**config.mk**
```make
export PLATFORM = sky130hd
export DESIGN_NAME = video_merge
export DESIGN_NICKNAME = d
export VERILOG_FILES = /design/src/rtl/merge_pkg.sv /design/src/rtl/merge_ctrl.sv /design/src/rtl/merge_pixel.sv /design/src/rtl/merge_dims.sv /design/src/rtl/merge_counters.sv /design/src/rtl/video_merge.sv
export SDC_FILE = /design/constraint.sdc
export NUM_CORES = 1
export LEC_CHECK = 0
export ABC_AREA = 1
export BUFFER_PORTS_ARGS = -buffer_cell sky130_fd_sc_hd__buf_2
export CAP_MARGIN = 30
export CELL_PAD_IN_SITES_DETAIL_PLACEMENT = 1
export CELL_PAD_IN_SITES_GLOBAL_PLACEMENT = 1
export CORE_MARGIN = 3
export CORE_UTILIZATION = 42
export CTS_CLUSTER_DIAMETER = 120
export CTS_CLUSTER_SIZE = 12
export DETAILED_ROUTE_END_ITERATION = 10
export PLACE_DENSITY_LB_ADDON = 0.1
export SYNTH_ARGS = -nofsm -noshare
export SYNTH_HDL_FRONTEND = slang
export SYNTH_SLANG_ARGS = --single-unit
```
**constraint.sdc**
```tcl
create_clock -name clk_i -period 2.1 [get_ports clk_i]
set_input_delay 0.105 -clock clk_i [delete_from_list [all_inputs] [get_ports clk_i]]
set_output_delay 0.105 -clock clk_i [all_outputs]
set_load 0.02 [all_outputs]
```
**src/rtl/merge_pkg.sv**
```systemverilog
package merge_pkg;
  typedef enum logic [1:0] {
    ST_SEARCH   = 2'd0,
    ST_LOCKED   = 2'd1,
    ST_FALLBACK = 2'd2
  } merge_state_e;
endpackage

```
**src/rtl/merge_ctrl.sv**
```systemverilog
module merge_ctrl
  import merge_pkg::*;
(
  input  logic         clk_i,
  input  logic         rst_ni,
  input  logic         s_valid_i,
  input  logic         s_sof_i,
  input  logic         s_eol_i,
  input  logic         tim_active_i,
  input  logic         tim_sof_i,
  input  logic         tim_eol_i,
  output logic         ready_o,
  output logic         show_o,
  output logic         stall_ev_o,
  output logic         err_ev_o,
  output logic         sof_ev_o,
  output merge_state_e state_o
);
  merge_state_e st_q;
  logic locked, mismatch, acq;

  always_comb begin
    locked     = (st_q == ST_LOCKED);
    mismatch   = (s_sof_i != tim_sof_i) || (s_eol_i != tim_eol_i);
    ready_o    = locked ? tim_active_i : (!s_sof_i || tim_sof_i);
    stall_ev_o = locked && tim_active_i && !s_valid_i;
    err_ev_o   = locked && tim_active_i && s_valid_i && mismatch;
    acq        = !locked && s_valid_i && s_sof_i && tim_sof_i;
    show_o     = (locked && tim_active_i && s_valid_i && !mismatch) || acq;
    sof_ev_o   = show_o && s_sof_i;
  end

  always_ff @(posedge clk_i or negedge rst_ni) begin
    if (!rst_ni)                      st_q <= ST_SEARCH;
    else if (stall_ev_o || err_ev_o)  st_q <= ST_FALLBACK;
    else if (acq)                     st_q <= ST_LOCKED;
  end

  assign state_o = st_q;
endmodule

```
**src/rtl/merge_pixel.sv**
```systemverilog
module merge_pixel #(
  parameter int NP  = 3,
  parameter int BPS = 8,
  parameter int PIP = 1,
  localparam int PW = NP * BPS,
  localparam int DW = PIP * PW
) (
  input  logic          clk_i,
  input  logic          rst_ni,
  input  logic [DW-1:0] s_data_i,
  input  logic          show_i,
  input  logic          tim_active_i,
  input  logic          hold_en_i,
  input  logic [PW-1:0] black_i,
  output logic [DW-1:0] vid_data_o,
  output logic          vid_active_o
);
  logic [DW-1:0] blk_rep, last_q;

  for (genvar k = 0; k < PIP; k++) begin : g_rep
    assign blk_rep[k*PW +: PW] = black_i;
  end

  always_ff @(posedge clk_i or negedge rst_ni) begin
    if (!rst_ni) begin
      vid_data_o   <= '0;
      vid_active_o <= 1'b0;
      last_q       <= '0;
    end else begin
      vid_active_o <= tim_active_i;
      if (show_i)                        vid_data_o <= s_data_i;
      else if (tim_active_i && hold_en_i) vid_data_o <= last_q;
      else                               vid_data_o <= blk_rep;
      if (show_i) last_q <= s_data_i;
    end
  end
endmodule

```
**src/rtl/merge_dims.sv**
```systemverilog
module merge_dims #(
  parameter int PIP = 1,
  parameter int WW  = 12,
  parameter int HW  = 12
) (
  input  logic          clk_i,
  input  logic          rst_ni,
  input  logic          hs_i,
  input  logic          sof_i,
  input  logic          eol_i,
  output logic [WW-1:0] width_o,
  output logic [HW-1:0] height_o
);
  logic [WW-1:0] col_q;
  logic [HW-1:0] lines_q;

  always_ff @(posedge clk_i or negedge rst_ni) begin
    if (!rst_ni) begin
      col_q    <= '0;
      lines_q  <= '0;
      width_o  <= '0;
      height_o <= '0;
    end else if (hs_i) begin
      if (eol_i) begin
        width_o <= WW'((32'(col_q) + 1) * PIP);
        col_q   <= '0;
      end else begin
        col_q <= col_q + 1'b1;
      end
      if (sof_i) begin
        height_o <= lines_q;
        lines_q  <= HW'(eol_i);
      end else if (eol_i) begin
        lines_q <= lines_q + 1'b1;
      end
    end
  end
endmodule

```
**src/rtl/merge_counters.sv**
```systemverilog
module merge_counters #(
  parameter int N  = 3,
  parameter int CW = 16
) (
  input  logic                 clk_i,
  input  logic                 rst_ni,
  input  logic [N-1:0]         ev_i,
  output logic [N-1:0][CW-1:0] cnt_o
);
  for (genvar i = 0; i < N; i++) begin : g_cnt
    always_ff @(posedge clk_i or negedge rst_ni) begin
      if (!rst_ni)     cnt_o[i] <= '0;
      else if (ev_i[i]) cnt_o[i] <= cnt_o[i] + 1'b1;
    end
  end
endmodule

```
**src/rtl/video_merge.sv**
```systemverilog
module video_merge
  import merge_pkg::*;
#(
  parameter int NP  = 3,
  parameter int BPS = 8,
  parameter int PIP = 1,
  parameter int WW  = 12,
  parameter int HW  = 12,
  parameter int CW  = 16,
  localparam int PW = NP * BPS,
  localparam int DW = PIP * PW
) (
  input  logic          clk_i,
  input  logic          rst_ni,
  input  logic [DW-1:0] s_data_i,
  input  logic          s_valid_i,
  input  logic          s_sof_i,
  input  logic          s_eol_i,
  output logic          s_ready_o,
  input  logic          tim_active_i,
  input  logic          tim_sof_i,
  input  logic          tim_eol_i,
  input  logic [PW-1:0] black_i,
  input  logic          fallback_i,
  output logic [DW-1:0] vid_data_o,
  output logic          vid_active_o,
  output logic [1:0]    status_o,
  output logic [WW-1:0] vid_width_o,
  output logic [HW-1:0] vid_height_o,
  output logic [CW-1:0] locked_cnt_o,
  output logic [CW-1:0] size_err_cnt_o,
  output logic [CW-1:0] stall_cnt_o
);
  merge_state_e        state;
  logic                show, stall_ev, err_ev, sof_ev, hold_en;
  logic [2:0][CW-1:0]  cnt;

  merge_ctrl u_ctrl (
    .clk_i, .rst_ni, .s_valid_i, .s_sof_i, .s_eol_i,
    .tim_active_i, .tim_sof_i, .tim_eol_i,
    .ready_o(s_ready_o), .show_o(show), .stall_ev_o(stall_ev),
    .err_ev_o(err_ev), .sof_ev_o(sof_ev), .state_o(state)
  );

  assign hold_en = fallback_i && (state != ST_SEARCH);

  merge_pixel #(.NP(NP), .BPS(BPS), .PIP(PIP)) u_pix (
    .clk_i, .rst_ni, .s_data_i, .show_i(show), .tim_active_i,
    .hold_en_i(hold_en), .black_i, .vid_data_o, .vid_active_o
  );

  merge_dims #(.PIP(PIP), .WW(WW), .HW(HW)) u_dims (
    .clk_i, .rst_ni, .hs_i(s_valid_i && s_ready_o), .sof_i(s_sof_i),
    .eol_i(s_eol_i), .width_o(vid_width_o), .height_o(vid_height_o)
  );

  merge_counters #(.N(3), .CW(CW)) u_cnt (
    .clk_i, .rst_ni, .ev_i({stall_ev, err_ev, sof_ev}), .cnt_o(cnt)
  );

  assign locked_cnt_o   = cnt[0];
  assign size_err_cnt_o = cnt[1];
  assign stall_cnt_o    = cnt[2];
  assign status_o       = state;
endmodule

```
==> results of run 1 <==
[Yosys cell counts]
library cell / instances
o211ai_1: 2
clkinv_1: 1
nand3_2: 1
nor2_1: 71
nand4_1: 18
xnor2_1: 10
xor2_1: 18
nor3_2: 1
inv_2: 1
clkbuf_1: 7
buf_4: 6
buf_6: 2
nand3b_1: 7
o21ai_2: 1
nand3_1: 47
ha_1: 6
dfrtp_1: 147
inv_1: 86
clkbuf_2: 2
buf_2: 9
nor3_1: 3
a21oi_1: 2
o21ai_0: 86
nor2_2: 2
a211oi_1: 1
nand2_1: 416
a21oi_2: 1
[final cells by class]
cell class,instances,area share
sequential,147,0.3943
multi-input combinational,693,0.3300
timing repair buffer,213,0.1426
clock buffer,17,0.04559
inverter,88,0.03540
tap,220,0.02950
clock inverter,15,0.02213
antenna,2,0.0005364
[metrics by stage]
step                instance area, um^2  setup WS (ns)  instances  power [uW]
global route                       9330        0.05302       1395       10210
finish                             9330         0.2765       1395        9638
detailed placement                 8280         0.1488       1320        6324
global placement                   8280         0.2907       1320        6231
CTS                                9323         0.1027       1393        9693
floorplan                          7234         0.4788        954        5344
[power breakdown]
group | internal [uW] | total, uW | switching (uW)
Clock | 2000 | 3280 | 1280
Combinational | 786 | 2440 | 1650
Sequential | 3440 | 3920 | 475
Total | 6230 | 9640 | 3410
[worst max path at each step]
| stage | startpoint | end | slack [ns] | cells after the start |
|---|---|---|---|---|
| global placement | u_ctrl.state_o[1] | u_cnt.cnt_o[14] | 0.29 | 8 |
| finish | u_ctrl.state_o[0] | u_dims.col_q[7] | 0.28 | 7 |
| global route | u_ctrl.state_o[1] | u_pix.vid_data_o[20] | 0.05 | 8 |
| CTS | u_ctrl.state_o[1] | u_cnt.cnt_o[9] | 0.10 | 8 |
| floorplan | u_ctrl.state_o[0] | u_dims.height_o[10] | 0.48 | 7 |
| detailed placement | u_ctrl.state_o[1] | u_cnt.cnt_o[11] | 0.15 | 8 |
[worst max-delay path, cell delays in order (launching register included)]
cell and delay (ns):
dfrtp_1 0.42, inv_1 0.11, nor2_2 0.05, o21ai_2 0.23, nand2_1 0.28, buf_4 0.28
inv_1 0.17, o21ai_0 0.14
[flip-flops by register name, summed over array words and instances, names as in the netlist]
register and count:
u_pix.vid_active_o 1, u_dims.height_o 12, u_pix.last_q 24, u_dims.width_o 12, u_dims.col_q 12, u_dims.lines_q 12
u_pix.vid_data_o 24, u_ctrl.state_o 2, u_cnt.cnt_o 48
[logic make-up after synthesis]
family                   Yosys count  share of synthesized area
adder cells (fa/ha/maj)            6                    0.01038
buffers and inverters            114                    0.06624
flip-flops                       147                     0.5085
AND/OR/NAND/NOR                  566                     0.3146
XOR/XNOR                          28                    0.03390
AO/OA/AOI/OAI                     93                    0.06641
[metal layers]
metal / routed length, um / GRT usage / vias up
met4: 374 / 0.07761 / 4
li1: - / - / 3398
met2: 10840 / 0.4125 / 120
met5: 21 / 0 / -
met1: 9220 / 0.2875 / 3324
met3: 917 / 0.05332 / 31
[what timing repair did]
action,4_1_cts,5_1_grt
setup endpoints to repair,0,16
resized for setup,0,1
endpoints found under the hold margin,96,0
hold buffers,41,0
==> run_summary.xml, run 1 <==
<?xml version="1.0" encoding="UTF-8"?>
<metrics>
  <group name="status">
    <metric name="outcome" unit="">finished clean</metric>
  </group>
  <group name="pwr">
    <metric name="leakage" unit="uW">0.004991</metric>
    <metric name="vdd.ir_drop.worst" unit="uV">646.2</metric>
    <metric name="power.density" unit="mW/mm^2">1033</metric>
  </group>
  <group name="die">
    <metric name="coreArea" unit="mm^2">0.01670</metric>
    <metric name="initial_core_util" unit="">0.4332</metric>
    <metric name="die_w" unit="um">137.2</metric>
    <metric name="number_of_top_level_design_ports" unit="">157</metric>
    <metric name="die_h" unit="um">137.2</metric>
    <metric name="placement_rows" unit="">47</metric>
    <metric name="design.die.area" unit="mm^2">0.01884</metric>
  </group>
  <group name="layout">
    <metric name="final_core_utilization" unit="">0.5587</metric>
    <metric name="proportion_of_layout_cells_with_a_drive_suffix_above_1" unit="">0.1807</metric>
    <metric name="design.final.nets" unit="">1223</metric>
    <metric name="syn2layout_area_growth" unit="%">28.97</metric>
    <metric name="multi_input_comb_area" unit="mm^2">0.003079</metric>
    <metric name="regArea" unit="mm^2">0.003679</metric>
    <metric name="mostFrequentLayoutCell" unit="">nand2_1</metric>
    <metric name="leading_cell_types_in_the_layout_fill_and_taps_excluded" unit="">415 x nand2_1, 155 x buf_2, 147 x dfrtp_1</metric>
    <metric name="n_fill_cell" unit="">2117</metric>
  </group>
  <group name="logic_synthesis">
    <metric name="post_synth_instance_area" unit="mm^2">0.007234</metric>
    <metric name="ys_ff_latch" unit="">147</metric>
    <metric name="post-synth-top-area-fraction" unit="">0.5085</metric>
    <metric name="synthTopCellsByArea" unit="">dfrtp_1 51%, nand2_1 22%, o21ai_0 5.9%</metric>
    <metric name="synth_area_per_cell" unit="um^2">7.583</metric>
    <metric name="ys_warn_count" unit="">0</metric>
    <metric name="synth_largest_area_cell" unit="">dfrtp_1</metric>
    <metric name="yosysSeqAreaShare" unit="">0.5085</metric>
    <metric name="synth_nets" unit="">1017</metric>
    <metric name="synth.lib_cells_used.distinct" unit="">27</metric>
    <metric name="synth_cells" unit="">954</metric>
  </group>
  <group name="clock_network">
    <metric name="cts_buffer_depth" unit="">2</metric>
    <metric name="cts_max_level" unit="">4</metric>
    <metric name="reg_clk_slew_reported_paths" unit="ns">0.06</metric>
    <metric name="root_buffer_master" unit="">clkbuf_16</metric>
    <metric name="clock_tree_from_tritoncts" unit="">yes</metric>
    <metric name="cts.repair_timing.setup_buffer_count" unit="">0</metric>
    <metric name="cts-buffers-inserted" unit="">17</metric>
    <metric name="clock_latency" unit="ns">0.43</metric>
    <metric name="cts_num_sinks" unit="">147</metric>
  </group>
  <group name="timing">
    <metric name="number_of_hold_violations_in_the_final_report" unit="">0</metric>
    <metric name="setup_tns" unit="ns">0</metric>
    <metric name="report.final.slew_viol_count" unit="">0</metric>
    <metric name="tightestPinTransition" unit="ns">0.4657</metric>
    <metric name="grt_setup_unrepaired" unit="">no</metric>
    <metric name="period_needed" unit="ns">1.823</metric>
    <metric name="finClkSkew" unit="ns">0.008616</metric>
    <metric name="min_period_over_period" unit="">0.8683</metric>
    <metric name="slew-limit-headroom" unit="">0.6895</metric>
    <metric name="clock.fmax" unit="MHz">548.4</metric>
    <metric name="hold-worst-slack" unit="ns">0.008025</metric>
    <metric name="setup_viol" unit="">0</metric>
  </group>
  <group name="setup_path">
    <metric name="r2r_end" unit="">u_dims.col_q[7]</metric>
    <metric name="worstSetupPathType" unit="">flip-flop to flip-flop</metric>
    <metric name="ff_to_ff_setup_slack" unit="ns">0.28</metric>
    <metric name="r2r_cells" unit="">7</metric>
    <metric name="path_max_fanout" unit="">15</metric>
    <metric name="worst_setup_path_end_kind" unit="">flip-flop</metric>
    <metric name="rr_startpoint" unit="">u_ctrl.state_o[0]</metric>
    <metric name="worstSetupStartpointType" unit="">flip-flop</metric>
    <metric name="timing.critical_path.required" unit="ns">2.39</metric>
    <metric name="cp.arrival" unit="ns">2.11</metric>
  </group>
  <group name="grt">
    <metric name="grt_pass1_vias" unit="">7162</metric>
    <metric name="antenna_violations_before_repair" unit="">4</metric>
    <metric name="grt_start_max_net_pins" unit="">71</metric>
    <metric name="gr-usage-all-layers" unit="">0.2356</metric>
    <metric name="grt-ovfl-total" unit="">0</metric>
    <metric name="wire_length_of_the_first_global_routing_pass" unit="um">35090</metric>
  </group>
  <group name="hold_path">
    <metric name="holdPathEnd" unit="">u_pix.vid_data_o[14]</metric>
    <metric name="worst_hold_startpoint" unit="">black_i[14]</metric>
    <metric name="hold_path_class" unit="">input port to flip-flop</metric>
    <metric name="min_path_cells" unit="">5</metric>
  </group>
  <group name="place">
    <metric name="gp_congestion" unit="">0.7875</metric>
    <metric name="dp_hpwl" unit="um">14760</metric>
    <metric name="portBuffers" unit="">156</metric>
  </group>
  <group name="flow_run">
    <metric name="maxCapViolations" unit="">0</metric>
  </group>
  <group name="detailed_routing">
    <metric name="avgRoutedWirePerCell" unit="um">15.32</metric>
    <metric name="first_pass_iters" unit="">4</metric>
    <metric name="detailed_route_vias_per_instance" unit="">4.930</metric>
    <metric name="drc" unit="">0</metric>
    <metric name="totalWireLength" unit="um">21380</metric>
    <metric name="first_iter_violations" unit="">273</metric>
    <metric name="final_antenna_net_count" unit="">0</metric>
    <metric name="vias" unit="">6877</metric>
  </group>
</metrics>
Power figures use the tool's default switching activity.
==> run 2, diff against run 1 <==
--- a/config.mk
+++ b/config.mk
@@ -11,11 +11,12 @@
 export CELL_PAD_IN_SITES_DETAIL_PLACEMENT = 1
 export CELL_PAD_IN_SITES_GLOBAL_PLACEMENT = 1
 export CORE_MARGIN = 3
-export CORE_UTILIZATION = 42
+export CORE_UTILIZATION = 39
 export CTS_CLUSTER_DIAMETER = 120
 export CTS_CLUSTER_SIZE = 12
 export DETAILED_ROUTE_END_ITERATION = 10
 export PLACE_DENSITY_LB_ADDON = 0.1
+export SETUP_SLACK_MARGIN = 0.4
 export SYNTH_ARGS = -nofsm -noshare
 export SYNTH_HDL_FRONTEND = slang
 export SYNTH_SLANG_ARGS = --single-unit
==> constraint.sdc (replaced) <==
create_clock -name clk_i -period 1.9 [get_ports clk_i]
set_input_delay 0.095 -clock clk_i [delete_from_list [all_inputs] [get_ports clk_i]]
set_output_delay 0.095 -clock clk_i [all_outputs]
set_load 0.02 [all_outputs]
==> run 2 against run 1 <==
  * Critical path depth is 1 higher
  * Core utilization up 0.83 points
  * Non-clock buffer count up 42
  * Clock power grew 5%
  * Clock skew is essentially flat
  * Total power rose by 18%
  * Largest power group unchanged
  * Highest routed layer unchanged
==> run_summary.xml, run 2 (same netlist as run 1, synthesis figures left out) <==
<?xml version="1.0" encoding="UTF-8"?>
<metrics>
  <group name="status">
    <metric name="outcome" unit="">finished clean</metric>
  </group>
  <group name="layout">
    <metric name="biggestRegsByFlops" unit="">u_cnt.cnt_o (48), u_pix.last_q (24), u_pix.vid_data_o (24)</metric>
    <metric name="max_ffs_per_register" unit="">48</metric>
    <metric name="n_fill_cell" unit="">2237</metric>
    <metric name="syn2layout_area_growth" unit="%">41.75</metric>
    <metric name="mostFrequentLayoutCell" unit="">nand2_1</metric>
    <metric name="final_core_utilization" unit="">0.5670</metric>
    <metric name="proportion_of_layout_cells_with_a_drive_suffix_above_1" unit="">0.2757</metric>
    <metric name="top_register" unit="">u_cnt.cnt_o</metric>
    <metric name="leading_cell_types_in_the_layout_fill_and_taps_excluded" unit="">376 x nand2_1, 154 x buf_2, 140 x dfrtp_1</metric>
    <metric name="design.final.nets" unit="">1266</metric>
  </group>
  <group name="timing">
    <metric name="hold-worst-slack" unit="ns">0.03767</metric>
    <metric name="setup_viol" unit="">0</metric>
    <metric name="setup_tns" unit="ns">0</metric>
    <metric name="final.setup.worst_slack" unit="ns">0.3403</metric>
    <metric name="report.final.slew_viol_count" unit="">0</metric>
    <metric name="tightestPinTransition" unit="ns">0.4537</metric>
    <metric name="period_needed" unit="ns">1.560</metric>
    <metric name="slew-limit-headroom" unit="">0.6975</metric>
    <metric name="number_of_hold_violations_in_the_final_report" unit="">0</metric>
    <metric name="grt_setup_unrepaired" unit="">yes</metric>
    <metric name="min_period_over_period" unit="">0.8209</metric>
    <metric name="clock.fmax" unit="MHz">641.2</metric>
    <metric name="finClkSkew" unit="ns">0.008927</metric>
  </group>
  <group name="setup_path">
    <metric name="ff_to_ff_setup_slack" unit="ns">0.34</metric>
    <metric name="cp.arrival" unit="ns">1.92</metric>
    <metric name="timing.critical_path.required" unit="ns">2.26</metric>
    <metric name="worstSetupStartpointType" unit="">flip-flop</metric>
    <metric name="worst_setup_path_end_kind" unit="">flip-flop</metric>
    <metric name="path_max_fanout" unit="">24</metric>
    <metric name="worstSetupPathType" unit="">flip-flop to flip-flop</metric>
  </group>
  <group name="die">
    <metric name="number_of_top_level_design_ports" unit="">157</metric>
    <metric name="die_w" unit="um">142.2</metric>
    <metric name="die_h" unit="um">142.2</metric>
    <metric name="placement_rows" unit="">49</metric>
    <metric name="coreArea" unit="mm^2">0.01809</metric>
    <metric name="design.die.area" unit="mm^2">0.02022</metric>
    <metric name="initial_core_util" unit="">0.4000</metric>
  </group>
  <group name="detailed_routing">
    <metric name="detailroute.wirelength.met3" unit="um">996</metric>
    <metric name="avgRoutedWirePerCell" unit="um">16.32</metric>
    <metric name="topRoutingLayerUsed" unit="">met5</metric>
    <metric name="drc" unit="">0</metric>
    <metric name="final_antenna_net_count" unit="">0</metric>
    <metric name="totalWireLength" unit="um">23580</metric>
    <metric name="wirelength_met1" unit="um">10440</metric>
    <metric name="first_iter_violations" unit="">242</metric>
    <metric name="wl_met2" unit="um">11780</metric>
    <metric name="detailed_route_vias_per_instance" unit="">4.903</metric>
    <metric name="first_pass_iters" unit="">4</metric>
    <metric name="vias" unit="">7085</metric>
  </group>
  <group name="flow_run">
    <metric name="maxCapViolations" unit="">0</metric>
  </group>
  <group name="clock_network">
    <metric name="reg_clk_slew_reported_paths" unit="ns">0.06</metric>
    <metric name="cts_num_sinks" unit="">147</metric>
    <metric name="cts_max_level" unit="">4</metric>
    <metric name="root_buffer_master" unit="">clkbuf_16</metric>
    <metric name="cts-buffers-inserted" unit="">17</metric>
    <metric name="clock_tree_from_tritoncts" unit="">yes</metric>
    <metric name="cts_buffer_depth" unit="">2</metric>
    <metric name="clock_latency" unit="ns">0.43</metric>
  </group>
  <group name="place">
    <metric name="dp_hpwl" unit="um">14960</metric>
    <metric name="gp_congestion" unit="">0.8009</metric>
    <metric name="portBuffers" unit="">156</metric>
    <metric name="pre_cts_setup_slack" unit="ns">0.2233</metric>
  </group>
  <group name="hold_path">
    <metric name="hold_path_class" unit="">input port to flip-flop</metric>
  </group>
  <group name="grt">
    <metric name="gr-usage-all-layers" unit="">0.2243</metric>
    <metric name="grt_pass1_vias" unit="">7337</metric>
    <metric name="wire_length_of_the_first_global_routing_pass" unit="um">36440</metric>
    <metric name="antenna_violations_before_repair" unit="">2</metric>
    <metric name="grt_start_max_net_pins" unit="">49</metric>
    <metric name="grt-ovfl-total" unit="">0</metric>
  </group>
  <group name="pwr">
    <metric name="vdd.ir_drop.worst" unit="uV">760.3</metric>
    <metric name="leakage" unit="uW">0.005339</metric>
    <metric name="power.density" unit="mW/mm^2">1106</metric>
  </group>
</metrics>
==> run 2: per-stage QoR <==
step	cell area, um^2	instances	total power, uW
2_1_floorplan	7258	954	5935
3_3_place_gp	8394	1336	6968
3_5_place_dp	8394	1336	7080
4_1_cts	9630	1422	10790
5_1_grt	10250	1445	11990
6_report	10250	1445	11340
==> run 2: cell type report <==
class | count | area [um^2] | area share
diodes | 1 | 2.502 | 0.0002440
clock buffers | 18 | 429.2 | 0.04185
clock inverters | 13 | 160.2 | 0.01562
inverters | 88 | 339.1 | 0.03307
multi-input cells | 693 | 3480 | 0.3393
flip-flops and latches | 147 | 3687 | 0.3596
well taps | 229 | 286.5 | 0.02794
repair buffers | 255 | 1866 | 0.1819
repair inverters | 1 | 5.005 | 0.0004880
==> run 2: where the power goes <==
group	internal, uW	leakage, uW	switching [uW]
clock network	2060	0.000286	1380
logic	1390	0.00313	2170
registers	3820	0.00192	522
total	7270	0.00534	4070
==> run 2: repair_timing <==
action / CTS / global route
endpoints found under the setup margin: 109 / 142
gates resized for setup: 28 / 141
cloned: 1 / 7
pin swaps: 3 / 36
setup buffers: 6 / 15
hold endpoints to repair: 98 / 0
hold buffers: 48 / 0
==> run 2: worst paths after layout <==
check | end | depth (start not counted) | startpoint
hold / removal | u_pix.vid_data_o[23] | 5 | black_i[23]
setup reg to reg | u_pix.vid_data_o[12] | 8 | u_ctrl.state_o[0]
max in group asynchronous | u_cnt.cnt_o[32] | 3 | rst_ni
hold reg to reg | u_dims.width_o[6] | 2 | u_dims.width_o[6]
min in group asynchronous | u_pix.last_q[22] | 2 | rst_ni
setup / recovery | u_pix.vid_data_o[12] | 8 | u_ctrl.state_o[0]
==> run 2: layer usage <==
metal  GRT usage  vias up
met5           0        -
met1      0.2855     3429
met4     0.06212        2
met3     0.04704       27
li1            -     3490
met2      0.3878      137
==> run 2: critical path, stage by stage (launching register included) <==
cell      delay [ns]
dfrtp_1         0.41
buf_4           0.15
o211ai_1        0.17
buf_4           0.19
buf_6           0.22
nand2_1         0.07
o21ai_0         0.10
nand2_1         0.11
nand2_1         0.08
==> run 3, diff against run 2 <==
--- a/config.mk
+++ b/config.mk
@@ -11,7 +11,7 @@
 export CELL_PAD_IN_SITES_DETAIL_PLACEMENT = 1
 export CELL_PAD_IN_SITES_GLOBAL_PLACEMENT = 1
 export CORE_MARGIN = 3
-export CORE_UTILIZATION = 39
+export CORE_UTILIZATION = 36
 export CTS_CLUSTER_DIAMETER = 120
 export CTS_CLUSTER_SIZE = 12
 export DETAILED_ROUTE_END_ITERATION = 10
==> constraint.sdc (replaced) <==
create_clock -name clk_i -period 1.4 [get_ports clk_i]
set_input_delay 0.07 -clock clk_i [delete_from_list [all_inputs] [get_ports clk_i]]
set_output_delay 0.07 -clock clk_i [all_outputs]
set_load 0.02 [all_outputs]
==> run 3 against run 2 <==
  * The run now ends with negative setup slack left
  * Cell area up 12%
  * Sequential power up 37%
  * Total power up 50%
  * Core utilization up 2.0 points
  * Count of clock-buffer cells in the layout unchanged
  * Non-clock buffer count up 67
  * Combinational power up 75%
  * Clock power up 40%
  * Sequential share of layout area down 3.6 points
  * Worst hold slack worse by 0.0063 ns
  * Via count up 7.1%
  * Critical endpoint is now u_pix.vid_data_o[9]
==> run_summary.xml, run 3 (same netlist as run 1, synthesis figures left out) <==
<?xml version="1.0" encoding="UTF-8"?>
<metrics>
  <group name="status">
    <metric name="outcome" unit="">complete, but fails checks</metric>
    <metric name="violated_checks" unit="">negative setup slack</metric>
  </group>
  <group name="detailed_routing">
    <metric name="detailed_route_vias_per_instance" unit="">4.898</metric>
    <metric name="avgRoutedWirePerCell" unit="um">17.61</metric>
    <metric name="vias" unit="">7587</metric>
    <metric name="final_antenna_net_count" unit="">0</metric>
    <metric name="drc" unit="">0</metric>
    <metric name="first_pass_iters" unit="">4</metric>
    <metric name="first_iter_violations" unit="">219</metric>
    <metric name="totalWireLength" unit="um">27280</metric>
  </group>
  <group name="flow_run">
    <metric name="maxCapViolations" unit="">0</metric>
  </group>
  <group name="place">
    <metric name="portBuffers" unit="">156</metric>
    <metric name="place_inst" unit="">1416</metric>
    <metric name="pre_cts_setup_slack" unit="ns">-0.1467</metric>
    <metric name="gp_congestion" unit="">0.7720</metric>
    <metric name="dp_hpwl" unit="um">15820</metric>
  </group>
  <group name="setup_path">
    <metric name="path_delay_family" unit="">buffers and inverters</metric>
    <metric name="worst_setup_path_end_kind" unit="">flip-flop</metric>
    <metric name="path_buf_inv" unit="">3</metric>
    <metric name="path_max_fanout" unit="">12</metric>
    <metric name="setup.worst_path.end" unit="">u_pix.vid_data_o[9]</metric>
    <metric name="critical-path-max-stage-delay" unit="ns">0.44</metric>
    <metric name="timing.critical_path.mode_cell" unit="">nand2_1</metric>
    <metric name="ff_to_ff_setup_slack" unit="ns">-0.22</metric>
    <metric name="worstSetupPathType" unit="">flip-flop to flip-flop</metric>
    <metric name="critical_path_depth" unit="">8</metric>
    <metric name="r2r_cells" unit="">8</metric>
    <metric name="timing.critical_path.required" unit="ns">1.76</metric>
    <metric name="worstSetupStartpoint" unit="">u_ctrl.state_o[1]</metric>
    <metric name="timing.critical_path.cells" unit="">buf_4, o211ai_1, buf_4, buf_8, nand2_1, o21ai_0, nand2_1, nand2_1</metric>
    <metric name="r2r_end" unit="">u_pix.vid_data_o[9]</metric>
    <metric name="rr_startpoint" unit="">u_ctrl.state_o[1]</metric>
    <metric name="cp.arrival" unit="ns">1.98</metric>
    <metric name="slowest_stage" unit="">dfrtp_2</metric>
    <metric name="worstSetupStartpointType" unit="">flip-flop</metric>
  </group>
  <group name="grt">
    <metric name="grt-ovfl-total" unit="">0</metric>
    <metric name="wire_length_of_the_first_global_routing_pass" unit="um">38890</metric>
    <metric name="grt_pass1_vias" unit="">7749</metric>
    <metric name="grt_start_max_net_pins" unit="">49</metric>
    <metric name="gr-usage-all-layers" unit="">0.2211</metric>
    <metric name="antenna_violations_before_repair" unit="">1</metric>
  </group>
  <group name="clock_network">
    <metric name="clock_tree_from_tritoncts" unit="">yes</metric>
    <metric name="reg_clk_slew_reported_paths" unit="ns">0.07</metric>
    <metric name="cts_num_sinks" unit="">147</metric>
    <metric name="cts_buffer_depth" unit="">2</metric>
    <metric name="cts_max_level" unit="">4</metric>
    <metric name="clock_latency" unit="ns">0.42</metric>
    <metric name="cts-buffers-inserted" unit="">17</metric>
    <metric name="root_buffer_master" unit="">clkbuf_16</metric>
  </group>
  <group name="timing">
    <metric name="tightestPinTransition" unit="ns">0.4050</metric>
    <metric name="setup_viol" unit="">146</metric>
    <metric name="period_needed" unit="ns">1.617</metric>
    <metric name="grt_setup_unrepaired" unit="">yes</metric>
    <metric name="min_period_over_period" unit="">1.155</metric>
    <metric name="clock.fmax" unit="MHz">618.4</metric>
    <metric name="final.setup.worst_slack" unit="ns">-0.2172</metric>
    <metric name="setup_tns" unit="ns">-14.36</metric>
    <metric name="report.final.slew_viol_count" unit="">0</metric>
    <metric name="finClkSkew" unit="ns">0.01047</metric>
    <metric name="number_of_hold_violations_in_the_final_report" unit="">0</metric>
    <metric name="slew-limit-headroom" unit="">0.7300</metric>
  </group>
  <group name="layout">
    <metric name="layoutNonFillerInstCount" unit="">1549</metric>
    <metric name="leading_cell_types_in_the_layout_fill_and_taps_excluded" unit="">362 x nand2_1, 121 x buf_2, 112 x dfrtp_1</metric>
    <metric name="biggestRegsByFlops" unit="">u_cnt.cnt_o (48), u_pix.last_q (24), u_pix.vid_data_o (24)</metric>
    <metric name="max_ffs_per_register" unit="">48</metric>
    <metric name="final_core_utilization" unit="">0.5865</metric>
    <metric name="top_register" unit="">u_cnt.cnt_o</metric>
    <metric name="proportion_of_layout_cells_with_a_drive_suffix_above_1" unit="">0.3609</metric>
    <metric name="mostFrequentLayoutCell" unit="">nand2_1</metric>
    <metric name="design.final.nets" unit="">1334</metric>
    <metric name="syn2layout_area_growth" unit="%">58.82</metric>
  </group>
  <group name="die">
    <metric name="die_h" unit="um">147.8</metric>
    <metric name="design.die.area" unit="mm^2">0.02183</metric>
    <metric name="coreArea" unit="mm^2">0.01959</metric>
    <metric name="initial_core_util" unit="">0.3693</metric>
    <metric name="die_w" unit="um">147.8</metric>
    <metric name="number_of_top_level_design_ports" unit="">157</metric>
    <metric name="placement_rows" unit="">51</metric>
  </group>
  <group name="pwr">
    <metric name="power.total" unit="uW">16960</metric>
    <metric name="leakage" unit="uW">0.005864</metric>
    <metric name="vdd.ir_drop.worst" unit="uV">922.5</metric>
    <metric name="power.density" unit="mW/mm^2">1476</metric>
  </group>
  <group name="hold_path">
    <metric name="hold_path_class" unit="">input port to flip-flop</metric>
  </group>
</metrics>
run 3: power by group:
| part | total, uW | internal [uW] | switching [uW] |
|---|---|---|---|
| sequential | 5950 | 5200 | 746 |
| combinational | 6230 | 2790 | 3440 |
| clock | 4790 | 2830 | 1960 |
| total | 17000 | 10800 | 6140 |
run 3: repair_timing:
| action | 4_1_cts | 5_1_grt |
|---|---|---|
| endpoints found under the hold margin | 196 | 0 |
| pin swaps | 9 | 27 |
| hold buffers | 49 | 0 |
| cloned | 4 | 6 |
| endpoints found under the setup margin | 246 | 246 |
| buffers inserted | 8 | 34 |
| gates resized for setup | 64 | 235 |
run 3: layout make-up:
| class | count | area (um^2) |
|---|---|---|
| Antenna cell | 1 | 2.502 |
| Inverter | 88 | 347.8 |
| Multi-Input combinational cell | 695 | 3727 |
| Clock inverter | 13 | 176.4 |
| Clock buffer | 18 | 429.2 |
| Fill cell | 2349 | 8100 |
| Sequential cell | 147 | 3722 |
| Tap cell | 265 | 331.6 |
| Timing Repair Buffer | 322 | 2753 |
run 3: per-stage QoR:
stage          instance area (um^2)  hold WS [ns]
3_3_place_gp                   8954       0.01146
5_1_grt                       11490       0.06259
2_1_floorplan                  7408       -0.2256
6_report                      11490       0.03138
3_5_place_dp                   8954      0.008894
4_1_cts                       10390      0.008019
run 3: worst min-delay path by stage:
stage | from | endpoint | slack (ns) | cells past startpoint
2_1_floorplan | rst_ni | u_cnt.cnt_o[0] | -0.23 | 0
3_3_place_gp | rst_ni | u_pix.last_q[18] | 0.01 | 1
3_5_place_dp | rst_ni | u_pix.last_q[18] | 0.009 | 1
4_1_cts | black_i[12] | u_pix.vid_data_o[12] | 0.008 | 5
5_1_grt | black_i[12] | u_pix.vid_data_o[12] | 0.06 | 5
6_report | black_i[12] | u_pix.vid_data_o[12] | 0.03 | 5
run 3: layer usage:
layer	up-vias	routed length [um]	track usage	part of all wire
li1	3623	-	-	-
met1	3780	11300	0.2785	0.41
met2	150	14500	0.3960	0.53
met3	34	1023	0.03433	0.038
met4	0	455	0.05965	0.017
met5	-	0	0	0
run 3: worst min-delay path: stages:
cell,delay (ns)
buf_2,0.08
nand2_1,0.05
o21ai_1,0.07
nand2_1,0.07
nand2_1,0.07
